`config.mk`:
```
export PLATFORM = sky130hd
export DESIGN_NAME = ring_fifo_pair
export DESIGN_NICKNAME = d
export VERILOG_FILES = /design/src/rtl/rfp_pkg.sv /design/src/rtl/fifo_ctrl.sv /design/src/rtl/fifo_store.sv /design/src/rtl/level_flags.sv /design/src/rtl/ring_fifo_pair.sv
export SDC_FILE = /design/constraint.sdc
export NUM_CORES = 1
export LEC_CHECK = 0
export BUFFER_PORTS_ARGS = -buffer_cell sky130_fd_sc_hd__buf_2
export CAP_MARGIN = 20
export CORE_MARGIN = 2
export CORE_UTILIZATION = 40
export DETAILED_ROUTE_END_ITERATION = 16
export PLACE_DENSITY_LB_ADDON = 0.3
export SLEW_MARGIN = 30
export SYNTH_ARGS = -nofsm -noshare
export SYNTH_HDL_FRONTEND = slang
export SYNTH_SLANG_ARGS = --single-unit
```
`constraint.sdc`:
```
create_clock -name clk -period 4.47 [get_ports clk]
set_input_delay 0.6705 -clock clk [delete_from_list [all_inputs] [get_ports clk]]
set_output_delay 0.6705 -clock clk [all_outputs]
set_load 0.01 [all_outputs]
```
`src/rtl/rfp_pkg.sv`:
```
package rfp_pkg;
    localparam int unsigned RFP_DEPTH = 8;
    localparam int unsigned RFP_WIDTH = 9;
    localparam int unsigned RFP_SIDES = 2;
    localparam int unsigned SIDE_TX   = 0;
    localparam int unsigned SIDE_RX   = 1;

    typedef enum logic [1:0] {
        OP_IDLE = 2'b00,
        OP_POP  = 2'b01,
        OP_PUSH = 2'b10,
        OP_BOTH = 2'b11
    } fifo_op_e;
endpackage

```
`src/rtl/fifo_ctrl.sv`:
```
module fifo_ctrl
    import rfp_pkg::*;
#(
    parameter int unsigned DEPTH = RFP_DEPTH
) (
    input  logic                       clk,
    input  logic                       rst_n,
    input  logic                       flush,
    input  logic                       wr_req,
    input  logic                       rd_req,
    output logic [$clog2(DEPTH)-1:0]   wr_ptr,
    output logic [$clog2(DEPTH)-1:0]   rd_ptr,
    output logic [$clog2(DEPTH):0]     count,
    output logic                       wr_fire
);
    localparam int unsigned PTR_W = $clog2(DEPTH);
    localparam int unsigned CNT_W = PTR_W + 1;
    localparam logic [PTR_W-1:0] LAST_IDX = PTR_W'(DEPTH - 1);
    localparam logic [CNT_W-1:0] CNT_FULL = CNT_W'(DEPTH);

    typedef struct packed {
        logic [PTR_W-1:0] wr_ptr;
        logic [PTR_W-1:0] rd_ptr;
        logic [CNT_W-1:0] count;
    } ctrl_t;

    ctrl_t    st_d, st_q;
    fifo_op_e op;
    logic     is_full, is_empty, wr_ok, rd_ok;

    function automatic logic [PTR_W-1:0] ptr_inc(input logic [PTR_W-1:0] p);
        return (p == LAST_IDX) ? '0 : p + 1'b1;
    endfunction

    always_comb begin
        st_d     = st_q;
        is_full  = (st_q.count == CNT_FULL);
        is_empty = (st_q.count == '0);
        wr_ok    = wr_req && !is_full  && !flush;
        rd_ok    = rd_req && !is_empty && !flush;
        op       = fifo_op_e'({wr_ok, rd_ok});
        if (flush) begin
            st_d = '0;
        end else begin
            case (op)
                OP_PUSH: begin
                    st_d.wr_ptr = ptr_inc(st_q.wr_ptr);
                    st_d.count  = st_q.count + 1'b1;
                end
                OP_POP: begin
                    st_d.rd_ptr = ptr_inc(st_q.rd_ptr);
                    st_d.count  = st_q.count - 1'b1;
                end
                OP_BOTH: begin
                    st_d.wr_ptr = ptr_inc(st_q.wr_ptr);
                    st_d.rd_ptr = ptr_inc(st_q.rd_ptr);
                end
                default: ;
            endcase
        end
    end

    always_ff @(posedge clk or negedge rst_n) begin
        if (!rst_n) st_q <= '0;
        else        st_q <= st_d;
    end

    assign wr_ptr  = st_q.wr_ptr;
    assign rd_ptr  = st_q.rd_ptr;
    assign count   = st_q.count;
    assign wr_fire = wr_ok;

    AST_CNT_BOUND: assert property (@(posedge clk) disable iff (!rst_n)
        st_q.count <= CNT_FULL) else $error("count above depth");
    AST_NO_OVERFLOW: assert property (@(posedge clk) disable iff (!rst_n)
        (is_full && wr_req && !rd_req && !flush) |=> ($stable(st_q.count) && $stable(st_q.wr_ptr)))
        else $error("write accepted while full");
    AST_NO_UNDERFLOW: assert property (@(posedge clk) disable iff (!rst_n)
        (is_empty && rd_req && !wr_req && !flush) |=> ($stable(st_q.count) && $stable(st_q.rd_ptr)))
        else $error("read accepted while empty");
    AST_SAME_LEVEL: assert property (@(posedge clk) disable iff (!rst_n)
        (wr_req && rd_req && !is_full && !is_empty && !flush) |=> $stable(st_q.count))
        else $error("level moved on read+write");
    AST_FLUSH_EMPTY: assert property (@(posedge clk) disable iff (!rst_n)
        flush |=> (st_q.count == '0 && st_q.wr_ptr == '0 && st_q.rd_ptr == '0))
        else $error("flush left state");
endmodule

```
`src/rtl/fifo_store.sv`:
```
module fifo_store
    import rfp_pkg::*;
#(
    parameter int unsigned DEPTH = RFP_DEPTH,
    parameter int unsigned WIDTH = RFP_WIDTH
) (
    input  logic                     clk,
    input  logic                     wr_en,
    input  logic [$clog2(DEPTH)-1:0] wr_addr,
    input  logic [WIDTH-1:0]         wr_data,
    input  logic [$clog2(DEPTH)-1:0] rd_addr,
    output logic [WIDTH-1:0]         rd_data
);
    localparam int unsigned PTR_W = $clog2(DEPTH);

    logic [WIDTH-1:0] entry_d [DEPTH];
    logic [WIDTH-1:0] entry_q [DEPTH];

    for (genvar e = 0; e < DEPTH; e++) begin : g_entry
        always_comb begin
            entry_d[e] = entry_q[e];
            if (wr_en && (wr_addr == PTR_W'(e))) entry_d[e] = wr_data;
        end
        always_ff @(posedge clk) begin
            entry_q[e] <= entry_d[e];
        end
    end

    assign rd_data = entry_q[rd_addr];
endmodule

```
`src/rtl/level_flags.sv`:
```
module level_flags
    import rfp_pkg::*;
#(
    parameter int unsigned DEPTH = RFP_DEPTH
) (
    input  logic                     clk,
    input  logic                     rst_n,
    input  logic [$clog2(DEPTH):0]   count,
    output logic [$clog2(DEPTH)-1:0] level,
    output logic                     full,
    output logic                     half
);
    localparam int unsigned PTR_W = $clog2(DEPTH);
    localparam int unsigned CNT_W = PTR_W + 1;
    localparam logic [CNT_W-1:0] CNT_FULL = CNT_W'(DEPTH);
    localparam logic [CNT_W-1:0] CNT_HALF = CNT_W'(DEPTH / 2);

    always_comb begin
        full  = (count == CNT_FULL);
        half  = (count >= CNT_HALF);
        level = full ? '0 : count[PTR_W-1:0];
    end

    AST_FULL_IMPLIES_HALF: assert property (@(posedge clk) disable iff (!rst_n)
        full |-> half) else $error("full without half");
endmodule

```
`src/rtl/ring_fifo_pair.sv`:
```
module ring_fifo_pair
    import rfp_pkg::*;
#(
    parameter int unsigned DEPTH = RFP_DEPTH,
    parameter int unsigned WIDTH = RFP_WIDTH
) (
    input  logic                     clk,
    input  logic                     rst_n,
    input  logic                     soft_rst,
    input  logic                     tx_wr_en,
    input  logic [WIDTH-1:0]         tx_wr_data,
    input  logic                     tx_rd_en,
    output logic [WIDTH-1:0]         tx_rd_data,
    output logic [$clog2(DEPTH)-1:0] tx_level,
    output logic                     tx_full,
    output logic                     tx_half,
    input  logic                     rx_wr_en,
    input  logic [WIDTH-1:0]         rx_wr_data,
    input  logic                     rx_rd_en,
    output logic [WIDTH-1:0]         rx_rd_data,
    output logic [$clog2(DEPTH)-1:0] rx_level,
    output logic                     rx_full,
    output logic                     rx_half,
    output logic                     busy_err
);
    localparam int unsigned PTR_W = $clog2(DEPTH);
    localparam int unsigned CNT_W = PTR_W + 1;

    typedef struct packed {
        logic busy_err;
    } guard_t;

    logic             s_wr_en   [RFP_SIDES];
    logic             s_rd_en   [RFP_SIDES];
    logic [WIDTH-1:0] s_wr_data [RFP_SIDES];
    logic [WIDTH-1:0] s_rd_data [RFP_SIDES];
    logic [PTR_W-1:0] s_wr_ptr  [RFP_SIDES];
    logic [PTR_W-1:0] s_rd_ptr  [RFP_SIDES];
    logic [CNT_W-1:0] s_count   [RFP_SIDES];
    logic             s_fire    [RFP_SIDES];
    logic [PTR_W-1:0] s_level   [RFP_SIDES];
    logic             s_full    [RFP_SIDES];
    logic             s_half    [RFP_SIDES];

    assign s_wr_en[SIDE_TX]   = tx_wr_en;
    assign s_rd_en[SIDE_TX]   = tx_rd_en;
    assign s_wr_data[SIDE_TX] = tx_wr_data;
    assign s_wr_en[SIDE_RX]   = rx_wr_en;
    assign s_rd_en[SIDE_RX]   = rx_rd_en;
    assign s_wr_data[SIDE_RX] = rx_wr_data;

    for (genvar s = 0; s < RFP_SIDES; s++) begin : g_side
        fifo_ctrl #(.DEPTH(DEPTH)) u_ctrl (
            .clk     (clk),
            .rst_n   (rst_n),
            .flush   (soft_rst),
            .wr_req  (s_wr_en[s]),
            .rd_req  (s_rd_en[s]),
            .wr_ptr  (s_wr_ptr[s]),
            .rd_ptr  (s_rd_ptr[s]),
            .count   (s_count[s]),
            .wr_fire (s_fire[s])
        );
        fifo_store #(.DEPTH(DEPTH), .WIDTH(WIDTH)) u_store (
            .clk     (clk),
            .wr_en   (s_fire[s]),
            .wr_addr (s_wr_ptr[s]),
            .wr_data (s_wr_data[s]),
            .rd_addr (s_rd_ptr[s]),
            .rd_data (s_rd_data[s])
        );
        level_flags #(.DEPTH(DEPTH)) u_flags (
            .clk   (clk),
            .rst_n (rst_n),
            .count (s_count[s]),
            .level (s_level[s]),
            .full  (s_full[s]),
            .half  (s_half[s])
        );
    end

    assign tx_rd_data = s_rd_data[SIDE_TX];
    assign tx_level   = s_level[SIDE_TX];
    assign tx_full    = s_full[SIDE_TX];
    assign tx_half    = s_half[SIDE_TX];
    assign rx_rd_data = s_rd_data[SIDE_RX];
    assign rx_level   = s_level[SIDE_RX];
    assign rx_full    = s_full[SIDE_RX];
    assign rx_half    = s_half[SIDE_RX];

    guard_t g_d, g_q;

    always_comb begin
        g_d          = g_q;
        g_d.busy_err = soft_rst && (s_count[SIDE_RX] != '0);
    end

    always_ff @(posedge clk or negedge rst_n) begin
        if (!rst_n) g_q <= '0;
        else        g_q <= g_d;
    end

    assign busy_err = g_q.busy_err;

    AST_BUSY_RAISE: assert property (@(posedge clk) disable iff (!rst_n)
        (soft_rst && (rx_full || rx_level != '0)) |=> busy_err)
        else $error("busy error missing");
    AST_BUSY_QUIET: assert property (@(posedge clk) disable iff (!rst_n)
        (!soft_rst || (!rx_full && rx_level == '0)) |=> !busy_err)
        else $error("spurious busy error");
    AST_FLUSH_FLAGS: assert property (@(posedge clk) disable iff (!rst_n)
        soft_rst |=> (!tx_full && !rx_full && tx_level == '0 && rx_level == '0))
        else $error("flags after flush");
endmodule

```
# Yosys cells after proc, flatten, opt, wreduce, memory -nomap -nowiden
# Memories as Yosys holds them, arrays and structs flattened.
# Cells that the tools add are included.
# W data, S select, Z words.
[totals] register_bits=21 mem_bits_rw=144 out_inout_bits=29 elab_cells=190 mem_count=2
[mem_list] name="g_side[0].u_store.entry_q" depth=8 word_bits=9 read_ports=1 rd_clocked_by_memory_dff=0 write_ports=1 line_no="fifo_store.sv:17" text="logic [WIDTH-1:0] entry_q [DEPTH];"
[mem_list] name="g_side[1].u_store.entry_q" depth=8 word_bits=9 read_ports=1 rd_clocked_by_memory_dff=0 write_ports=1 line_no="fifo_store.sv:17"
[op_classes] add_sub_neg=8 order_cmp=2 eq_ne=40 muxes=72 n_reduce_logical=59
[ops] operator="$mux W9" n=30
[ops] operator="$reduce_or A9 Y1" n=14
[ops] operator="$mux W3" n=24
[ops] operator="$eq A3 B3 Y1 const B" n=10
[ops] operator="$logic_and A1 B1 Y1" n=25
[ops] operator="$mux W10" n=2
[ops] operator="$ne A1 B1 Y1 const B" n=16
[ops] operator="$pmux W4 S2" n=2
[ops] operator="$mux W1" n=14
[ops] operator="$add A3 B1 Y3 const B" n=4
[ops] operator="$eq A3 B2 Y1 const B" n=4
[ops] operator="$add A4 B1 Y4 const B" n=2
[ops] operator="$eq A2 B2 Y1 const B" n=4
[ops] operator="$eq A4 B4 Y1 const B" n=2
[ops] operator="$ge A4 B3 Y1 const B" n=2
[ops] operator="$logic_not A4 Y1" n=2
[ops] operator="$reduce_bool A2 Y1" n=4
[ops] operator="$reduce_or A2 Y1" n=4
[ops] operator="$sub A4 B1 Y4 const B" n=2
[ops] operator="$eq A3 B1 Y1 const B" n=2
[ops] operator="$logic_not A3 Y1" n=2
[ops] operator="$reduce_bool A3 Y1" n=2
[ops] operator="$logic_not A1 Y1" n=5
[ops] operator="$eq A2 B1 Y1 const B" n=2
[ops] operator="$reduce_bool A4 Y1" n=1

# Logic depth before layout (Yosys ltp)
[logic_depth] depth_word=14 depth_mapped=9 ltp_nobuf=8

# Cells and area by module
# A second synthesis with hierarchy kept.
[unflattened] cells_unflattened=370 hier_area_um2=7080.5
[modules_own_cells] mod="fifo_store" instances=2 cells_per_inst=117 area_each_um2=2839.0 seq_area_each_um2=2162.1
[modules_own_cells] mod="fifo_ctrl" instances=2 cells_per_inst=62 area_each_um2=650.6 seq_area_each_um2=250.2
[modules_own_cells] mod="level_flags" instances=2 cells_per_inst=5 area_each_um2=32.5 seq_area_each_um2=0.0
[modules_own_cells] mod="ring_fifo_pair" instances=1 cells_per_inst=2 area_each_um2=36.3 seq_area_each_um2=25.0

# Worst setup path before layout
# OpenSTA, ideal clock, no wires.
[synth_path] kind="reg-to-reg" startpoint="register g_side[1].u_ctrl.st_q, in the netlist g_side[1].u_ctrl.count[0]" endpoint="register g_side[1].u_ctrl.st_q, in the netlist g_side[1].u_ctrl.count[3]" arrival_ns=2.597 required_ns=4.400 setup_slack_ns=1.803 stages_incl_launch_ff=10 synth_period_minus_slack_ns=2.667 path_cell_list="dfrtp_1 -> buf_2 -> or4b_4 -> and2_1 -> nor3_1 -> ha_1 -> a21o_1 -> a2111oi_0 -> mux2i_1 -> nand3_1"
[synth_between] elab_chain_len=7 elab_cells_between_ends=15 cone_classes="add/sub: 2; eq/ne: 3; mux: 2; reduce/logical: 8"
[synth_rtl] element="start, declared" line_no="fifo_ctrl.sv:27" text="ctrl_t st_d, st_q;"
[synth_rtl] element="start signal, assigned" line_no="fifo_ctrl.sv:65" text="else st_q <= st_d;"
[synth_rtl] element="$eq A4 B4 Y1 or $logic_not A4 Y1 (tied branches)" line_no="fifo_ctrl.sv:37, fifo_ctrl.sv:38"
[synth_rtl] element="$logic_not A1 Y1, on equally long branches" line_no="fifo_ctrl.sv:39, fifo_ctrl.sv:40"
[synth_rtl] element="$logic_and A1 B1 Y1, on equally long branches (2 in series)" line_no="fifo_ctrl.sv:39, fifo_ctrl.sv:40"
[synth_rtl] element="$eq A2 B1 Y1 or $eq A2 B2 Y1 (tied branches)" line_no="fifo_ctrl.sv:45" text="case (op)"
[synth_rtl] element="$pmux W4 S2" line_no="fifo_ctrl.sv:45"
[synth_rtl] element="$mux W10" line_no="fifo_ctrl.sv:42" text="if (flush) begin"
# Parallel ways exist; a longest one is shown, timed or not.
# A chain may end at the register's enable or synchronous reset.

# Final worst setup path
# Ends and elaborated chain as after synthesis.

==> metrics.md <==
| Metric | Value |
|---|---|
| Chip width | 136 um |
| P_int | 2990 uW |
| GRT busiest layer | met2 |
| Met3 Use GR | 3.13% |
| DIE HEIGHT | 136 um |
| Fmax | 334 MHz |
| Clock skew | 0.0103 ns |
| Final period util | 67.1% |
| Bufs and invs on worst path | 0 |
| Post-Route WL | 12600 um |
| Setup_tns | 0 ns |
| PwrDens | 526 nW/um2 |
| Top post-synthesis cells by area | edfxtp_1 (62%), mux4_2 (12%), dfrtp_1 (7.5%) |
| Grt total ovfl | 0 |
| Switch share | 28.8% |
| Crit-path slowest cell | or4b_4 |
| Met1 Resource Use GR | 18.8% |
| #FFs+latches synth | 165 |
| Avg Inst Size Synth | 18.5 um2 |
| Routed vias/inst | 5.19 |
| Wire per inst | 18.9 um |
| # setup viols final | 0 |
| # hold bufs at CTS | 0 |
| Synth Warn # | 0 |
| Vias | 3466 |
| Postcts setup bufs | 0 |
| Worst-skew pair later-pin latency | 0.42 ns |
| DIE AREA | 18500 um2 |
| Non-Filler Instances | 668 |
| Tightest Pin Transition | 0.921 ns |
| Leak Pwr | 0.00287 uW |
| Clock transition at path regs | 0.06 ns |
| Clock power share | 30.9% |
| Startpoint type of the worst setup path | flop |
| Fin. max-slew vios | 0 |
| VDD IR max | 0.268 mV |
| Synth cell types | 43 |
| Post-synth top flop | edfxtp_1 |
| Post-synth EDFFs | 144 |
| Post-synthesis instance total | 378 |
| Maxcap violations | 0 |
| 1st-pass router iterations | 4 |
| Final ANT Viol Nets | 0 |
| Syn_nets | 425 |
| Crit end category | flop |
| Number of instances in the placed design | 637 |
| Hold Crit Class | in -> async |
| Gate power share | 23.2% |
| RePlAce Congestion | 0.768 |
| Leading cell type in the layout, fill and taps excluded | edfxtp_1 |
| Critical path arrival | 3.35 ns |
| DP HPWL | 7990 um |
| Global-route wire length before repair | 19600 um |
| DRC | 0 |
| CP max FO | 8 |
| Final Hold Fails | 0 |
| Global Route Usage Sum | 14.4% |
| FP Rows | 48 |
| CTS tree | yes |
| Initial Util | 40.7% |
| First DRT Iteration DRCs | 136 |
| Post-synth ARST share | 12.7% |
| Post-synth top area cell | edfxtp_1 |
| Status | complete, no violations |
| Synthesized area | 6990 um2 |
| Seq/Total Area, Yosys | 69.4% |
| Share of cells above drive strength 1 | 34.5% |
| Critical Path RT | 4.82 ns |
| Met2 Usage GRT | 24.0% |
| Root buf cell | clkbuf_16 |
| Inserted Clock Buffers | 17 |
| TritonCTS Sinks | 165 |
| Crit path kind | reg -> reg |
| Worst slew margin | 38.6% |
| Largest net degree at the start of global routing | 22 |
| Diode count | 0 |
| CP cell instances | or4b_4 -> and2_1 -> nor3_1 -> ha_1 -> a21o_1 -> a2111oi_0 -> mux2i_1 -> nand3_1 |
| Synth top area share | 61.9% |
| Sequential share of power | 45.9% |
| Clock Tree Buf Depth | 2 |
| RSZ-0062 raised after global routing | false |
| Core area | 17200 um2 |
| # H-tree levels | 4 |
| Worst hold slack | 0.219 ns |
| CTS resizes | 0 |
| Final core occ | 46.5% |
| Number of global-route vias before repair | 3607 |
| Sw Pwr | 1210 uW |
| Max incr delay on CP | 0.59 ns |
| Nets@finish | 478 |
| Family with the most delay on the worst path | simple AND/OR/NAND/NOR gates |
| Final min period | 3.00 ns |
| Commonest non-fill, non-tap cells in the layout | edfxtp_1 (144), buf_2 (53), mux4_2 (36), ha_1 (20), dfrtp_1 (20) |
| Initial antenna violation count | 0 |
| I/O Buffers | 53 |
| Synth-to-Final Area Change | 14.3% |
| # IOs | 54 |
==> cells by family after synthesis <==
logic type | share of synthesized area [%]
adders and majority gates | 4.15
muxes | 15.4
and+or+nand+nor | 4.83
DFF | 69.4
AOI/OAI and AO/OA | 3.72
xor gates and xnor gates | 0.501
buffers and inverters | 2.02
==> final timing paths <==
check	slack, ns	cells after the start	startpoint	end
hold / removal	0.22	1	rst_n	g_side[0].u_ctrl.wr_ptr[1]
min in group clk	0.52	1	tx_wr_data[8]	g_side[0].u_store.entry_q[4][8]
hold reg to reg	0.57	1	g_side[0].u_ctrl.wr_ptr[1]	g_side[0].u_ctrl.wr_ptr[1]
setup / recovery	1.47	8	g_side[1].u_ctrl.count[0]	g_side[1].u_ctrl.count[3]
setup reg to reg	1.47	8	g_side[1].u_ctrl.count[0]	g_side[1].u_ctrl.count[3]
max in group asynchronous	3.88	1	rst_n	g_side[1].u_ctrl.rd_ptr[1]
==> sequential cells by signal (all words and copies together) (netlist names) <==
register and flops:
busy_err 1, g_side.u_ctrl.wr_ptr 6, g_side.u_ctrl.count 8, g_side.u_store.entry_q 144, g_side.u_ctrl.rd_ptr 6
==> power by group through the flow <==
stage	combinational [uW]	clock [uW]	sequential [uW]
after floorplan	784	0	1890
after global placement	972	0	1950
after detailed placement	992	0	1960
after CTS	998	1330	1930
after global routing	1080	1390	1950
final	976	1300	1930
==> synth_stat cells (2+ instances only) <==
cell,n
clkbuf_1,10
a211oi_1,3
nand3_1,4
buf_1,2
nor3_1,5
o311a_1,2
or2_2,2
a21o_1,2
xnor2_1,4
edfxtp_1,144
mux2_2,18
fa_1,2
a21oi_1,10
ha_1,20
and2_1,6
nand2_1,10
or4b_4,2
mux2i_1,6
a2111oi_0,2
nor2_1,15
dfrtp_1,21
and3_1,12
o21ai_0,2
a211oi_2,2
buf_2,8
inv_1,12
mux4_2,36
==> final cells by class <==
| cell class | instances | area [um2] |
|---|---|---|
| fillers | 1482 | 9190 |
| flip-flops and latches | 165 | 4850 |
| multi-input cells | 180 | 2000 |
| clock buffers | 17 | 425 |
| well taps | 225 | 282 |
| repair buffers | 55 | 280 |
| clock inverters | 14 | 103 |
| inverters | 12 | 45.0 |
==> metal layers <==
layer	vias to the layer above	wire length, um
met4	0	116
li1	1611	-
met3	12	457
met5	-	0
met1	1781	5680
met2	62	6370
==> stage by stage <==
step	power (uW)	cell area [um2]	setup slack, ns
final	4200	7990	1.47
after global routing	4420	7990	1.32
after CTS	4260	7980	1.48
after detailed placement	2960	7460	1.49
after global placement	2920	7450	1.71
after floorplan	2670	6990	1.80
No activity file was read; power rests on OpenSTA's default activity.
